===== src/rtl/erase_seq_pkg.sv =====
package erase_seq_pkg;
  typedef enum logic [1:0] {
    OP_PROG  = 2'd0,
    OP_VFY0  = 2'd1,
    OP_ERASE = 2'd2,
    OP_VFY1  = 2'd3
  } op_kind_t;

  typedef enum logic [2:0] {
    ST_IDLE, ST_HOLD, ST_PICK, ST_PROG, ST_PVFY, ST_ERASE, ST_EVFY
  } seq_st_t;
endpackage


===== src/rtl/es_pick.sv =====
// Lowest-index pending sector finder.
module es_pick #(
  parameter int N = 8,
  parameter int W = 3
) (
  input  logic [N-1:0] pend,
  output logic         any,
  output logic [W-1:0] idx
);
  always_comb begin
    any = 1'b0;
    idx = '0;
    for (int i = N - 1; i >= 0; i--) begin
      if (pend[i]) begin
        any = 1'b1;
        idx = W'(i);
      end
    end
  end
endmodule


===== src/rtl/es_status.sv =====
// Toggle status bits flipped by status reads during an erase.
module es_status #(
  parameter int N = 8,
  parameter int W = 3
) (
  input  logic         clk,
  input  logic         rst,
  input  logic         busy,
  input  logic         rd_stb,
  input  logic [W-1:0] rd_sect,
  input  logic [N-1:0] tgt,
  output logic         tog_all,
  output logic         tog_sel
);
  always_ff @(posedge clk) begin
    if (rst) begin
      tog_all <= 1'b0;
      tog_sel <= 1'b0;
    end else if (rd_stb && busy) begin
      tog_all <= ~tog_all;
      if (tgt[rd_sect]) tog_sel <= ~tog_sel;
    end
  end
endmodule


===== src/rtl/erase_seq.sv =====
module erase_seq
  import erase_seq_pkg::*;
#(
  parameter int NSEC     = 8,
  parameter int WPS      = 4,
  parameter int HOLD_CYC = 4,
  localparam int SW = (NSEC > 1) ? $clog2(NSEC) : 1,
  localparam int WW = (WPS > 1) ? $clog2(WPS) : 1
) (
  input  logic            clk,
  input  logic            rst,
  input  logic            start_chip,
  input  logic            start_sect,
  input  logic [NSEC-1:0] sect_mask,
  input  logic [NSEC-1:0] prot_mask,
  input  logic            rd_stb,
  input  logic [SW-1:0]   rd_sect,
  output logic            op_req,
  output logic [1:0]      op_kind,
  output logic [SW-1:0]   op_sect,
  output logic [WW-1:0]   op_word,
  input  logic            op_ack,
  input  logic            op_ok,
  output logic            ready,
  output logic            dq7,
  output logic            dq6,
  output logic            dq2
);
  localparam int HW = $clog2(HOLD_CYC + 1);

  seq_st_t         st;
  logic [NSEC-1:0] rem, tgt;
  logic [SW-1:0]   cur;
  logic [WW-1:0]   wd;
  logic [HW-1:0]   hcnt;
  logic            req_q, busy_q;
  logic            pick_any;
  logic [SW-1:0]   pick_idx;
  logic [NSEC-1:0] new_set;
  logic            go, acked, last_wd, in_op;
  op_kind_t        kind;

  es_pick #(.N(NSEC), .W(SW)) u_pick (
    .pend(rem), .any(pick_any), .idx(pick_idx)
  );

  es_status #(.N(NSEC), .W(SW)) u_stat (
    .clk(clk), .rst(rst), .busy(busy_q), .rd_stb(rd_stb),
    .rd_sect(rd_sect), .tgt(tgt), .tog_all(dq6), .tog_sel(dq2)
  );

  assign new_set = start_chip ? ~prot_mask : (sect_mask & ~prot_mask);
  assign go      = start_chip | start_sect;
  assign acked   = req_q & op_ack;
  assign last_wd = (wd == WW'(WPS - 1));
  assign in_op   = (st == ST_PROG) || (st == ST_PVFY) ||
                   (st == ST_ERASE) || (st == ST_EVFY);

  always_ff @(posedge clk) begin
    if (rst) begin
      st     <= ST_IDLE;
      rem    <= '0;
      tgt    <= '0;
      cur    <= '0;
      wd     <= '0;
      hcnt   <= '0;
      req_q  <= 1'b0;
      busy_q <= 1'b0;
    end else begin
      if (in_op && !req_q) req_q <= 1'b1;
      case (st)
        ST_IDLE: if (go) begin
          busy_q <= 1'b1;
          rem    <= new_set;
          tgt    <= new_set;
          if (|new_set) st <= ST_PICK;
          else begin
            st   <= ST_HOLD;
            hcnt <= HW'(HOLD_CYC - 1);
          end
        end
        ST_HOLD: if (hcnt == '0) begin
          busy_q <= 1'b0;
          st     <= ST_IDLE;
        end else hcnt <= hcnt - 1'b1;
        ST_PICK: if (pick_any) begin
          cur <= pick_idx;
          wd  <= '0;
          st  <= ST_PROG;
        end else begin
          busy_q <= 1'b0;
          tgt    <= '0;
          st     <= ST_IDLE;
        end
        ST_PROG: if (acked) begin
          req_q <= 1'b0;
          st    <= ST_PVFY;
        end
        ST_PVFY: if (acked) begin
          req_q <= 1'b0;
          if (!op_ok) st <= ST_PROG;
          else if (last_wd) begin
            wd <= '0;
            st <= ST_ERASE;
          end else begin
            wd <= wd + 1'b1;
            st <= ST_PROG;
          end
        end
        ST_ERASE: if (acked) begin
          req_q <= 1'b0;
          st    <= ST_EVFY;
        end
        ST_EVFY: if (acked) begin
          req_q <= 1'b0;
          if (!op_ok) st <= ST_ERASE;
          else if (last_wd) begin
            wd       <= '0;
            rem[cur] <= 1'b0;
            st       <= ST_PICK;
          end else wd <= wd + 1'b1;
        end
        default: st <= ST_IDLE;
      endcase
    end
  end

  always_comb begin
    case (st)
      ST_PVFY:  kind = OP_VFY0;
      ST_ERASE: kind = OP_ERASE;
      ST_EVFY:  kind = OP_VFY1;
      default:  kind = OP_PROG;
    endcase
  end

  assign op_req  = req_q;
  assign op_kind = kind;
  assign op_sect = cur;
  assign op_word = (st == ST_ERASE) ? '0 : wd;
  assign ready   = ~busy_q;
  assign dq7     = ~busy_q;
endmodule


===== config.mk =====
export PLATFORM = sky130hd
export DESIGN_NAME = erase_seq
export DESIGN_NICKNAME = d
export VERILOG_FILES = /design/src/rtl/erase_seq_pkg.sv /design/src/rtl/es_pick.sv /design/src/rtl/es_status.sv /design/src/rtl/erase_seq.sv
export SDC_FILE = /design/constraint.sdc
export NUM_CORES = 1
export LEC_CHECK = 0
export BUFFER_PORTS_ARGS = -buffer_cell sky130_fd_sc_hd__buf_2
export CAP_MARGIN = 20
export CORE_ASPECT_RATIO = 1.1
export CORE_MARGIN = 10
export CORE_UTILIZATION = 25
export CTS_CLUSTER_SIZE = 16
export DETAILED_ROUTE_END_ITERATION = 16
export GPL_TIMING_DRIVEN = 1
export PLACE_DENSITY_LB_ADDON = 0.2
export REMOVE_ABC_BUFFERS = 1
export SLEW_MARGIN = 10
export SYNTH_ARGS = -nofsm -noshare
export SYNTH_HDL_FRONTEND = slang
export SYNTH_SLANG_ARGS = --single-unit

===== constraint.sdc =====
create_clock -name clk -period 2.95 [get_ports clk]
set_input_delay 0.59 -clock clk [delete_from_list [all_inputs] [get_ports clk]]
set_output_delay 0.59 -clock clk [all_outputs]
set_load 0.01 [all_outputs]

# ---- After elaboration in Yosys (flattened, before gate mapping)
# Cells that the tools add are included.
# W data, S select, Z words.
dict set report word_totals {
  regBits 31
  inputBits 26
  out_inout_bits 12
  elab_cells 130
}
dict set report classes {
  add_sub_neg 2
  n_lt_le_gt_ge 3
  eq_ne 22
  n_mux 59
  n_bitwise 9
  reduce_logical 25
}
# cell count
set op_table {}
lappend op_table {{$mux W3} 21}
lappend op_table {{$mux W8} 6}
lappend op_table {{$pmux W8 S2} 2}
lappend op_table {{$ne A2 B2 Y1 const B} 12}
lappend op_table {{$pmux W3 S7} 1}
lappend op_table {{$and A8 B8 Y8} 2}
lappend op_table {{$mux W1} 16}
lappend op_table {{$not A8 Y8} 2}
lappend op_table {{$mux W2} 7}
lappend op_table {{$reduce_and A4 Y1} 3}
lappend op_table {{$eq A3 B3 Y1 const B} 3}
lappend op_table {{$lt A3 B4 Y1 const B} 2}
lappend op_table {{$reduce_bool A2 Y1} 4}
lappend op_table {{$reduce_or A8 Y1} 1}
lappend op_table {{$reduce_and A7 Y1} 1}
lappend op_table {{$eq A3 B2 Y1 const B} 2}
lappend op_table {{$logic_not A3 Y1} 2}
lappend op_table {{$pmux W2 S3} 1}
lappend op_table {{$pmux W3 S2} 1}
lappend op_table {{$reduce_and A5 Y1} 1}
lappend op_table {{$ne A2 B1 Y1 const B} 2}
lappend op_table {{$pmux W2 S2} 1}
lappend op_table {{$reduce_and A2 Y1} 2}
lappend op_table {{$reduce_or A4 Y1} 1}
lappend op_table {{other kinds (18)} 24}

# ---- Longest topological paths before layout
dict set report logic_depth {
  ltp_word 10
  mapped_depth 7
  depth_no_buf 7
}

# ---- Modules after synthesis
# From an unflattened synthesis, not the netlist that was laid out.
dict set report hier_totals {
  cells_unflattened 235
  area_unflattened_um2 1809.2
}
# module n_inst cells_each area_each_um2 seq_area_each_um2
set by_module_without_submodules {}
lappend by_module_without_submodules {erase_seq 1 209 1570.3 580.6}
lappend by_module_without_submodules {es_status 1 13 158.9 40.0}
lappend by_module_without_submodules {es_pick 1 13 80.1 0.0}

# ---- Least setup slack after synthesis
# Ideal clock, no wire load.
dict set report synth_path {
  kind {reg-to-reg}
  start {register rem[4]}
  end {register tgt[1]}
  setup_ns 0.114
  arrival_time_ns 1.940
  required_time_ns 2.836
  path_slack_ns 0.896
  path_stages_with_launch 7
  n_path_buf 1
  period_less_slack_ns 2.054
  path_cell_list {dfxtp_1 or4_4 or2_0 a2111o_1 and2_4 buf_6 a21o_1}
}
dict set report synth_via {
  elab_chain_len 7
}
# element line_no
set synth_rtl {}
lappend synth_rtl {{start, declared} erase_seq.sv:32} ;# logic [NSEC-1:0] rem, tgt;
lappend synth_rtl {{start signal, assigned} erase_seq.sv:74} ;# rem <= new_set;
lappend synth_rtl {{$mux W1 (5 in series)} es_pick.sv:14} ;# if (pend[i]) begin
lappend synth_rtl {{$ne A2 B2 Y1 (no line)} -}
lappend synth_rtl {{$reduce_and A3 Y1 (no line)} -}
lappend synth_rtl {{end signal, assigned} erase_seq.sv:75} ;# tgt <= new_set;
lappend synth_rtl {{end, declared} erase_seq.sv:32}
# Every way passes these cells.
# A chain may end at the register's enable or synchronous reset.

# ---- Final worst setup path
dict set report layout_path {
  start {register st[0]}
  end {output port op_word[1]}
}
dict set report layout_via {
  elab_chain_len 2
}
# element line_no
set layout_rtl {}
lappend layout_rtl {{start, declared} erase_seq.sv:31} ;# seq_st_t st;
lappend layout_rtl {{start signal, assigned} erase_seq.sv:61} ;# st <= ST_IDLE;
lappend layout_rtl {{start signal, assigned} erase_seq.sv:76} ;# if (|new_set) st <= ST_PICK;
lappend layout_rtl {{start signal, assigned} erase_seq.sv:78} ;# st <= ST_HOLD;
lappend layout_rtl {{$eq A3 B3 Y1} erase_seq.sv:140} ;# assign op_word = (st == ST_ERASE) ? '0 : wd;
lappend layout_rtl {{$mux W2} erase_seq.sv:140}
lappend layout_rtl {{end, declared} erase_seq.sv:21} ;# output logic [WW-1:0] op_word,
# Every way passes these cells.

==> results.toml <==
[worst_setup_path]
ff2ff_path_depth = 5
critical_path_class = "reg -> out"
start_kind = "register"
crit_required_ns = 2.36
crit_path_end_kind = "primary output"
rrSetupSlack_ns = 0.69
r2r-start = "st[2]$_SDFFE_PP0P_"
arrival_ns = 1.80
crit_path_max_fanout = 15
r2r_end = "st[1]$_SDFFE_PP0P_"

[placement]
place.gp.congestion = 0.7839
portBuffers = 37
numPlacedInstances = 334
placed_cell_area_um2 = 2027
dpl.hpwl_mm = 3.913

[hold_path]
hp-class = "reg -> reg"
worstHoldStart = "tgt[6]$_SDFFE_PP0P_"
whs_path_depth = 1
holdPathEnd = "tgt[6]$_SDFFE_PP0P_"

[timing]
max_freq_mhz = 419.2
finalHoldViolations = 0
fin_crit_ns = 2.386
fin_crit_sh_pct = 80.87
setup_viol = 0
skew_ns = 0.008564
relSlewSlack_pct = 59.21
rsz0062_at_grt = "false"
whs_ns = 0.4466
slew_violations = 0
setup_tns_ns = 0
tightest_slew_ns = 0.6077

[floorplanning]
io_pins = 38
start_util_pct = 25.55
die_h_um = 108.8
core_region_area_um2 = 7007
die_w_um = 100.7
fp-row-count = 32
die_area_um2 = 10950

[synth]
ys_warn_count = 0
synth_edf_count = 0
avgSynthCellArea_um2 = 7.993
async_reset_ff_share_pct = 0
seq_area_frac_synth_pct = 34.66
syn_inst = 224
ys_types = 48
ys.flop_type = "dfxtp_1"
ys_seq_elements = 31
syn_area_um2 = 1790

[power]
p_clk_share_pct = 20.8
p_sw_share_pct = 39.28
p_leak_nw = 0.9036
seq_power_share_pct = 39.4
p_per_area_nw_per_um2 = 772.5
intPower_uw = 991.9
p_comb_share_pct = 39.8
power_switching_uw = 641.6
ir_worst_vdd_v = 0.0001753

[layout]
insertedDiodeCount = 0
drive_gt1_share_pct = 23.05
layout.cells.non_filler = 341
design_area_um2 = 2115
syn2layout_area_growth_pct = 18.10
finalNetCount = 285

[route]
avgRoutedWirePerCell_um = 14.85
first_iter_violations = 73
vias = 1686
viasPerCell = 4.944
first_pass_iters = 4
drc = 0
drt_wl_total_mm = 5.063
detail-route-antenna-nets = 0

[cts]
clock_path_buffers = 2
cts.sinks = 31
clock_latency_ns = 0.29
numCtsBuffers = 5
htree_num_levels = 2
cts_setup_buffers = 0
cts-hold-fix-buffers = 0
cts_root_buf = "clkbuf_8"
cts_tree = "done"
path_clk_slew_ns = 0.07
cts_resized = 0

[global_route]
grt_max_degree = 22
grt_pass1_wl_mm = 8.031
track_usage_pct = 9.052
antenna_found_initial = 0
grt_pass1_vias = 1662
overflow = 0

[flow_run]
max_cap_viol_count = 0

[status]
status = "finished clean"
per-layer routing:
| metal | wire length [um] | vias up | share of wire, % | global-route usage, % |
|---|---|---|---|---|
| met1 | 2083 | 788 | 41 | 9.789 |
| met3 | 120 | 7 | 2.4 | 2.089 |
| met2 | 2779 | 26 | 55 | 16.67 |
| met5 | 0 | - | 0 | 0 |
| met4 | 79 | 0 | 1.6 | 3.333 |
| li1 | - | 865 | - | - |
power by group through the flow:
stage | registers [mW] | clock network, mW | logic [mW]
after detailed placement | 0.651 | 0 | 0.660
after floorplan | 0.626 | 0 | 0.470
after global routing | 0.661 | 0.368 | 0.744
final | 0.643 | 0.340 | 0.650
after global placement | 0.652 | 0 | 0.664
after CTS | 0.643 | 0.353 | 0.662
cell usage in the layout, fill, tap and decap left out, drive strengths merged, types with 7 or more instances in the layout:
master | netlist | routed
dfxtp | 31 | 31
a31o | 7 | 7
o21ai | 20 | 20
nand2 | 16 | 16
nor3 | 10 | 10
a21oi | 13 | 13
nor2 | 22 | 22
nor3b | 8 | 8
inv | 12 | 12
a21o | 7 | 7
buf | 6 | 38
critical path, cell delays in order, from the launching register on:
cell and delay [ns]:
dfxtp_1 0.63, inv_1 0.23, or2_2 0.36, and2_1 0.15, buf_2 0.13
how the worst max path moves through the flow:
stage | from | to | slack (ns) | depth (start not counted)
after CTS | st[0]$_SDFFE_PP0P_ | op_word[0] | 0.55 | 4
after floorplan | rem[4]$_SDFFE_PP0P_ | tgt[1]$_SDFFE_PP0P_ | 0.99 | 5
after global placement | sect_mask[4] | hcnt[2]$_SDFFE_PP0P_ | 0.69 | 6
after detailed placement | sect_mask[4] | hcnt[2]$_SDFFE_PP0P_ | 0.71 | 6
after global routing | st[2]$_SDFFE_PP0P_ | st[1]$_SDFFE_PP0P_ | 0.45 | 5
final | st[0]$_SDFFE_PP0P_ | op_word[1] | 0.56 | 4
area by class of cell:
cell class	count	area, um2
Fill cell	756	4892
Multi-Input combinational cell	167	1059
Sequential cell	31	620.6
Timing Repair Buffer	38	192.7
Tap cell	85	106.4
Clock buffer	6	82.58
Inverter	13	48.80
Clock inverter	1	5.005
synth_stat cells, types with 2 or more instances:
library cell   n  area, um2
dfxtp_1       31      620.6
nor2_1        22      82.58
o21ai_0       19      95.09
nand2_1       16      60.06
a21oi_1       13      65.06
inv_1         12      45.04
nor3_1        10      50.05
nor3b_1        8      60.06
a21o_1         7      52.55
a31o_2         7      61.31
clkbuf_1       7      26.28
nor2b_1        6      37.54
and2_1         4      25.02
o21a_1         4      30.03
a2111oi_0      3      26.28
a211oi_1       3      22.52
a31oi_1        3      18.77
ha_1           3      37.54
nand3_1        3      15.01
nand4_1        3      18.77
o21bai_1       3      22.52
or3_1          3      18.77
a21boi_0       2      15.01
and3b_1        2      17.52
buf_1          2      7.510
buf_2          2      10.01
mux2i_1        2      20.02
mux4_2         2      45.04
or2_2          2      12.51
xor2_1         2      17.52
cell families after synthesis:
| kind of cell | count (synthesis) | share of synthesized area [%] |
|---|---|---|
| simple gates | 85 | 24.88 |
| compound gates | 72 | 27.04 |
| flops | 31 | 34.66 |
| buf+inv | 26 | 6.220 |
| mux | 4 | 3.634 |
| xor+xnor | 3 | 1.468 |
| fa+ha+maj | 3 | 2.097 |
sequential cells by signal, indices dropped and copies added, names as in the netlist:
signal,cells
u_stat.tog_all,1
op_sect,3
op_req,1
u_stat.tog_sel,1
wd,2
rem,8
hcnt,3
tgt,8
busy_q,1
st,3
metrics by stage:
stage	power [mW]	utilization, %	setup slack, ns
floorplan	1.095	-	0.9868
global placement	1.315	28.93	0.6948
detailed placement	1.311	28.93	0.7057
CTS	1.658	30.18	0.5482
global route	1.772	30.18	0.4491
finish	1.634	30.18	0.5642
No activity file was read; power rests on OpenSTA's default activity.
